<file path="src/rtl/ea_pkg.sv">
package ea_pkg;

  typedef enum logic [1:0] {
    EA_RN_DISP  = 2'b00,
    EA_RN_IDX   = 2'b01,
    EA_GBR_DISP = 2'b10,
    EA_GBR_IDX  = 2'b11
  } ea_mode_e;

  typedef enum logic [1:0] {
    EA_SZ_BYTE = 2'b00,
    EA_SZ_WORD = 2'b01,
    EA_SZ_LONG = 2'b10,
    EA_SZ_BAD  = 2'b11
  } ea_size_e;

  // alignment test on the two low address bits
  function automatic logic ea_is_misaligned(input logic [1:0] lo, input ea_size_e sz);
    case (sz)
      EA_SZ_WORD: ea_is_misaligned = lo[0];
      EA_SZ_LONG: ea_is_misaligned = |lo;
      default:    ea_is_misaligned = 1'b0;
    endcase
  endfunction

  function automatic logic ea_uses_gbr(input ea_mode_e m);
    ea_uses_gbr = (m == EA_GBR_DISP) || (m == EA_GBR_IDX);
  endfunction

endpackage

</file>
<file path="src/rtl/ea_base_sel.sv">
module ea_base_sel
  import ea_pkg::*;
#(
  parameter int ADDR_W = 32
) (
  input  logic [1:0]        mode,
  input  logic [ADDR_W-1:0] rn,
  input  logic [ADDR_W-1:0] gbr,
  output logic [ADDR_W-1:0] base,
  output logic              base_is_gbr
);

  ea_mode_e mode_e;

  always_comb begin
    mode_e      = ea_mode_e'(mode);
    base_is_gbr = ea_uses_gbr(mode_e);
    base        = base_is_gbr ? gbr : rn;
  end

endmodule

</file>
<file path="src/rtl/ea_offset_sel.sv">
module ea_offset_sel
  import ea_pkg::*;
#(
  parameter int ADDR_W  = 32,
  parameter int DISP_W  = 8,
  parameter int SHORT_W = 4
) (
  input  logic [1:0]        mode,
  input  logic [1:0]        size,
  input  logic [DISP_W-1:0] disp,
  input  logic [ADDR_W-1:0] r0,
  output logic [ADDR_W-1:0] offset
);

  localparam int PAD_W   = ADDR_W - DISP_W;
  localparam int SHPAD_W = DISP_W - SHORT_W;

  // zero-extend, then shift left by log2 of the operand byte count
  function automatic logic [ADDR_W-1:0] scale_disp(input logic [DISP_W-1:0] d,
                                                  input ea_size_e sz);
    logic [ADDR_W-1:0] z;
    z = {{PAD_W{1'b0}}, d};
    case (sz)
      EA_SZ_BYTE: scale_disp = z;
      EA_SZ_WORD: scale_disp = z << 1;
      EA_SZ_LONG: scale_disp = z << 2;
      default:    scale_disp = '0;
    endcase
  endfunction

  logic [DISP_W-1:0] short_disp;
  ea_mode_e          mode_e;
  ea_size_e          size_e;

  always_comb begin
    mode_e     = ea_mode_e'(mode);
    size_e     = ea_size_e'(size);
    short_disp = {{SHPAD_W{1'b0}}, disp[SHORT_W-1:0]};
    case (mode_e)
      EA_RN_DISP:  offset = scale_disp(short_disp, size_e);
      EA_GBR_DISP: offset = scale_disp(disp, size_e);
      default:     offset = r0;
    endcase
  end

endmodule

</file>
<file path="src/rtl/ea_align_chk.sv">
module ea_align_chk
  import ea_pkg::*;
(
  input  logic [1:0] addr_lo,
  input  logic [1:0] size,
  output logic       misaligned,
  output logic       size_bad
);

  ea_size_e size_e;

  always_comb begin
    size_e     = ea_size_e'(size);
    size_bad   = (size_e == EA_SZ_BAD);
    misaligned = ea_is_misaligned(addr_lo, size_e);
  end

endmodule

</file>
<file path="src/rtl/ldst_ea_gen.sv">
module ldst_ea_gen
  import ea_pkg::*;
#(
  parameter int ADDR_W  = 32,
  parameter int DISP_W  = 8,
  parameter int SHORT_W = 4
) (
  input  logic              clk,
  input  logic              rst,
  input  logic              req_valid,
  input  logic [1:0]        req_mode,
  input  logic [1:0]        req_size,
  input  logic [ADDR_W-1:0] rn_val,
  input  logic [ADDR_W-1:0] r0_val,
  input  logic [ADDR_W-1:0] gbr_val,
  input  logic [DISP_W-1:0] disp_raw,
  output logic              ea_valid,
  output logic [ADDR_W-1:0] ea_addr,
  output logic              ea_misalign,
  output logic              ea_size_err,
  output logic              ea_base_gbr
);

  // named internal events, also observed by the checker
  logic [ADDR_W-1:0] ea_base;
  logic [ADDR_W-1:0] ea_offset;
  logic [ADDR_W-1:0] ea_sum;
  logic              base_is_gbr;
  logic              mis_now;
  logic              size_bad;
  logic              accept;
  logic              reject;

  ea_base_sel #(.ADDR_W(ADDR_W)) u_base (
    .mode        (req_mode),
    .rn          (rn_val),
    .gbr         (gbr_val),
    .base        (ea_base),
    .base_is_gbr (base_is_gbr)
  );

  ea_offset_sel #(.ADDR_W(ADDR_W), .DISP_W(DISP_W), .SHORT_W(SHORT_W)) u_off (
    .mode   (req_mode),
    .size   (req_size),
    .disp   (disp_raw),
    .r0     (r0_val),
    .offset (ea_offset)
  );

  // modulo 2^ADDR_W: the carry out is simply not kept
  assign ea_sum = ea_base + ea_offset;

  ea_align_chk u_align (
    .addr_lo    (ea_sum[1:0]),
    .size       (req_size),
    .misaligned (mis_now),
    .size_bad   (size_bad)
  );

  assign accept = req_valid && !size_bad;
  assign reject = req_valid && size_bad;

  always_ff @(posedge clk) begin
    if (rst) begin
      ea_valid    <= 1'b0;
      ea_size_err <= 1'b0;
      ea_addr     <= '0;
      ea_misalign <= 1'b0;
      ea_base_gbr <= 1'b0;
    end else begin
      ea_valid    <= accept;
      ea_size_err <= reject;
      if (accept) begin
        ea_addr     <= ea_sum;
        ea_misalign <= mis_now;
        ea_base_gbr <= base_is_gbr;
      end
    end
  end

endmodule

</file>
<file path="config.mk">
export PLATFORM = sky130hd
export DESIGN_NAME = ldst_ea_gen
export DESIGN_NICKNAME = d
export VERILOG_FILES = /design/src/rtl/ea_pkg.sv /design/src/rtl/ea_base_sel.sv /design/src/rtl/ea_offset_sel.sv /design/src/rtl/ea_align_chk.sv /design/src/rtl/ldst_ea_gen.sv
export SDC_FILE = /design/constraint.sdc
export NUM_CORES = 1
export LEC_CHECK = 0
export ABC_AREA = 1
export BUFFER_PORTS_ARGS = -buffer_cell sky130_fd_sc_hd__buf_2
export CAP_MARGIN = 20
export CORE_ASPECT_RATIO = 1.5
export CORE_MARGIN = 10
export CORE_UTILIZATION = 50
export CTS_CLUSTER_SIZE = 16
export DETAILED_ROUTE_END_ITERATION = 16
export HOLD_SLACK_MARGIN = 0.15
export PLACE_DENSITY = 0.78
export SYNTH_ARGS = -nofsm -noshare
export SYNTH_HDL_FRONTEND = slang
export SYNTH_HIERARCHICAL = 1
export SYNTH_SLANG_ARGS = --single-unit
</file>
<file path="constraint.sdc">
create_clock -name clk -period 2.6 [get_ports clk]
set_input_delay 0.26 -clock clk [delete_from_list [all_inputs] [get_ports clk]]
set_output_delay 0.26 -clock clk [all_outputs]
set_load 0.1 [all_outputs]
</file>
==> summary.md <==
| Metric | Value |
|---|---|
| Reg2reg start | ea_addr[6] |
| Top cells by count, synth | nand2_1, inv_1, nor2_1 |
| M3 GR Usage | 4.11% |
| Post-CTS sizing | 0 |
| Static leakage | a little under 4 nW |
| Clock share of power | roughly 23% |
| Core Rows | 44 |
| Family with the most delay on the worst path | simple AND/OR/NAND/NOR gates |
| Sw Share | 47.9% |
| Bufs and invs on worst path | 2 |
| Worst VDD drop | 426 uV |
| Initial Util | 50.6% |
| Reg-to-reg slack, setup | 1.86 ns |
| Hold path endpoint | ea_size_err |
| Avg Inst Size Synth | about 5.3 sq um |
| Hold Crit Start | req_valid |
| Vias in the first global route | 5515 |
| Share of the synthesized area in the top cell type | 28.3% |
| Data required time of the critical path | about 2.8 ns |
| Synth warn | 6 |
| Vias | between 5000 and 6000 |
| Crit path DAT | 2.40 ns |
| Met1 usage | 19.2% |
| Worst Setup Start Kind | input pin |
| Largest net degree at the start of global routing | 33 |
| Post-CTS Hold Fix Bufs | 0 |
| Mapped Nets | 1065 |
| Fin cells | approximately 1200 |
| PortBufs | roughly 150 |
| Minimum clock period | 2.24 ns |
| EDFF count, synth | 0 |
| Hold Vio Cnt, Final | 0 |
| Clock H-tree levels | 2 |
| Final nets | 1200 |
| DRC | 0 |
| Yosys top cell by area | nand2_1 |
| ANT nets after route | 0 |
| DRT Pass-1 Iters | 4 |
| Chip width | between 100 and 150 um |
| Post-CTS setup buffer count | 0 |
| Highest clock rate | around 0.45 GHz |
| Total Neg Setup Slack | 0 ns |
| CP max FO | 11 |
| Yosys cell types | 39 |
| Synth Flop Type | dfxtp_1 |
| Period utilisation layout | 86.1% |
| CTS tree | yes |
| R2R cell count | 4 |
| Routed WL | 15.4 mm |
| Total Routing Usage GR | 20.9% |
| # IOs | 147 |
| Post-Syn Instances | 919 |
| Core footprint | 9630 sq um |
| DR iter-0 viols | 232 |
| Wire length per cell | ~13 um |
| Pins Over Slew Limit | 0 |
| Diodes inserted | 0 |
| CTS Buffer Depth | 2 |
| First-pass GRT wire length | 24.6 mm |
| Worst Hold Path Cells | 3 |
| Die area | 14200 sq um |
| Routed vias/inst | 4.86 |
| Fin Clk Skew | 0 ns |
| Power Dens Cells | between 400 and 500 nW/um^2 |
| Register area share after synthesis | 14.8% |
| Top-count cell post-synth | nand2_1 |
| Sequential power share | about a quarter |
| Clk pin slew, worst setup/hold paths | 0.05 ns |
| Detailed placer's ending HPWL | 13.4 mm |
| Int Power | 1.38 mW |
| Initial antenna violation count | 0 |
| Crit-path slowest cell | fa_1 |
| Sink Count | 36 |
| Unrepaired setup endpoints after global routing | false |
| CTS Buf Count | 5 |
| WS Path Type | in2reg |
| FFs w/ async S/R, synth | 0% |
| GRT met2 Usage | 41.6% |
| Critical Path End Type | flip-flop |
| Max_cap viols | 0 |
| Placed cell count | 1162 |
| Area Growth Syn to Fin | 18.4% |
| Status | finished clean |
| FF+latch count, synth | 36 |
| Die Y-Extent | 141 um |
| RePlAce Congestion | between 0.9 and 1 |
| Switching power | 1.26 mW |
| CP cell instances | buf_2, nor2_8, nand3_1, nand2_1, ha_1, fa_1, nand3_1, nand3_1, nand2_1, nand2_1, xor2_1, o21ai_0, inv_1 |
| Combinational share of power | 53.6% |
| CTS root buffer | clkbuf_16 |
| Total grt overflow | 0 |
| Share of layout cells above drive strength 1 | 19.3% |
| Slew at the pin closest to its max-slew limit | roughly 0.57 ns |
| Hold Crit Class | in2reg |
| Final Core Density | approximately three fifths |
| Slew HR | between 60% and 70% |
| Clk_lat worst skew | 0.27 ns |
| Synth Cell Area | 4880 sq um |
| Setup-failing EPs final | 0 |
| R2R Path End | ea_addr[6] |
| Most used routing layer in global routing | met2 |
| Critical path's largest stage delay | between 0.4 and 0.5 ns |
| Top cells by area, synth | nand2_1, dfxtp_1, inv_1 |
-- logic make-up after synthesis --
kind of cell,Yosys count,share of synthesized area [%]
buf+inv,201,18.0
fa+ha+maj,35,9.14
xor+xnor,15,2.69
simple gates,582,49.7
compound gates,50,5.70
flops,36,14.8
-- power by group through the flow --
stage | Sequential [mW] | Clock (mW) | Combinational (mW)
2_1_floorplan | 1.01 | 0 | 0.694
5_1_grt | 0.637 | 0.631 | 1.54
3_5_place_dp | 0.643 | 0 | 1.41
3_3_place_gp | 0.642 | 0 | 1.40
6_report | 0.632 | 0.595 | 1.41
4_1_cts | 0.632 | 0.600 | 1.42
-- per-layer routing --
layer,part of all wire (%),wire length (um)
met5,0,0
met4,4.0,615
met3,5.5,851
met2,57,8730
met1,34,5230
-- sequential cells by signal (all words and copies together) (netlist names) --
name	cells
ea_valid	1
ea_size_err	1
ea_misalign	1
ea_addr	32
ea_base_gbr	1
-- worst max path at each step --
stage / startpoint / endpoint / slack [ns] / depth (start not counted)
finish: req_size[0] / ea_addr[8] / 0.36 / 13
detailed placement: req_size[0] / ea_addr[24] / 0.1 / 16
CTS: req_size[0] / ea_addr[8] / 0.36 / 13
global placement: req_size[0] / ea_addr[20] / 0.14 / 16
global route: req_size[0] / ea_addr[24] / 0.10 / 16
floorplan: req_mode[0] / ea_addr[24] / 0.49 / 16
-- area by class of cell --
class | count | area, sq um
Fill cell | 1069 | 3860
Multi-Input combinational cell | 682 | 3280
Timing Repair Buffer | 151 | 793
Sequential cell | 36 | 721
Inverter | 178 | 683
Clock buffer | 8 | 146
Tap cell | 115 | 144
-- worst min-delay path: stages --
cell and delay (ns):
buf_2 0.10, nand2_1 0.05, nor2_1 0.03
-- cells in the final DEF, fill, tap and decap left out, types with 2 or more instances in the layout --
master       n
xnor2_1      3
inv_1      171
nand2_2     23
ha_1        34
nand3_2      3
buf_12       2
buf_2      146
o21bai_1     3
inv_2        3
nand3_1     62
o21ai_1      5
a21o_1       2
nor2_2       7
clkbuf_1     2
and2_1       3
clkbuf_16    5
nor2_1     105
nand4_1      3
buf_4        3
nor2_4       5
dfxtp_1     36
nand2_1    368
xor2_1      12
a21oi_1     21
o21ai_0     15
-- per-stage QoR --
step	setup slack (ns)	cell area, sq um	total power [mW]	hold slack (ns)
2_1_floorplan	0.485	4880	1.71	0.374
3_3_place_gp	0.143	5630	2.04	0.478
4_1_cts	0.357	5770	2.65	0.205
5_1_grt	0.104	5770	2.81	0.211
3_5_place_dp	0.0972	5630	2.05	0.484
6_report	0.361	5770	2.64	0.207
Power figures use the tool's default switching activity.
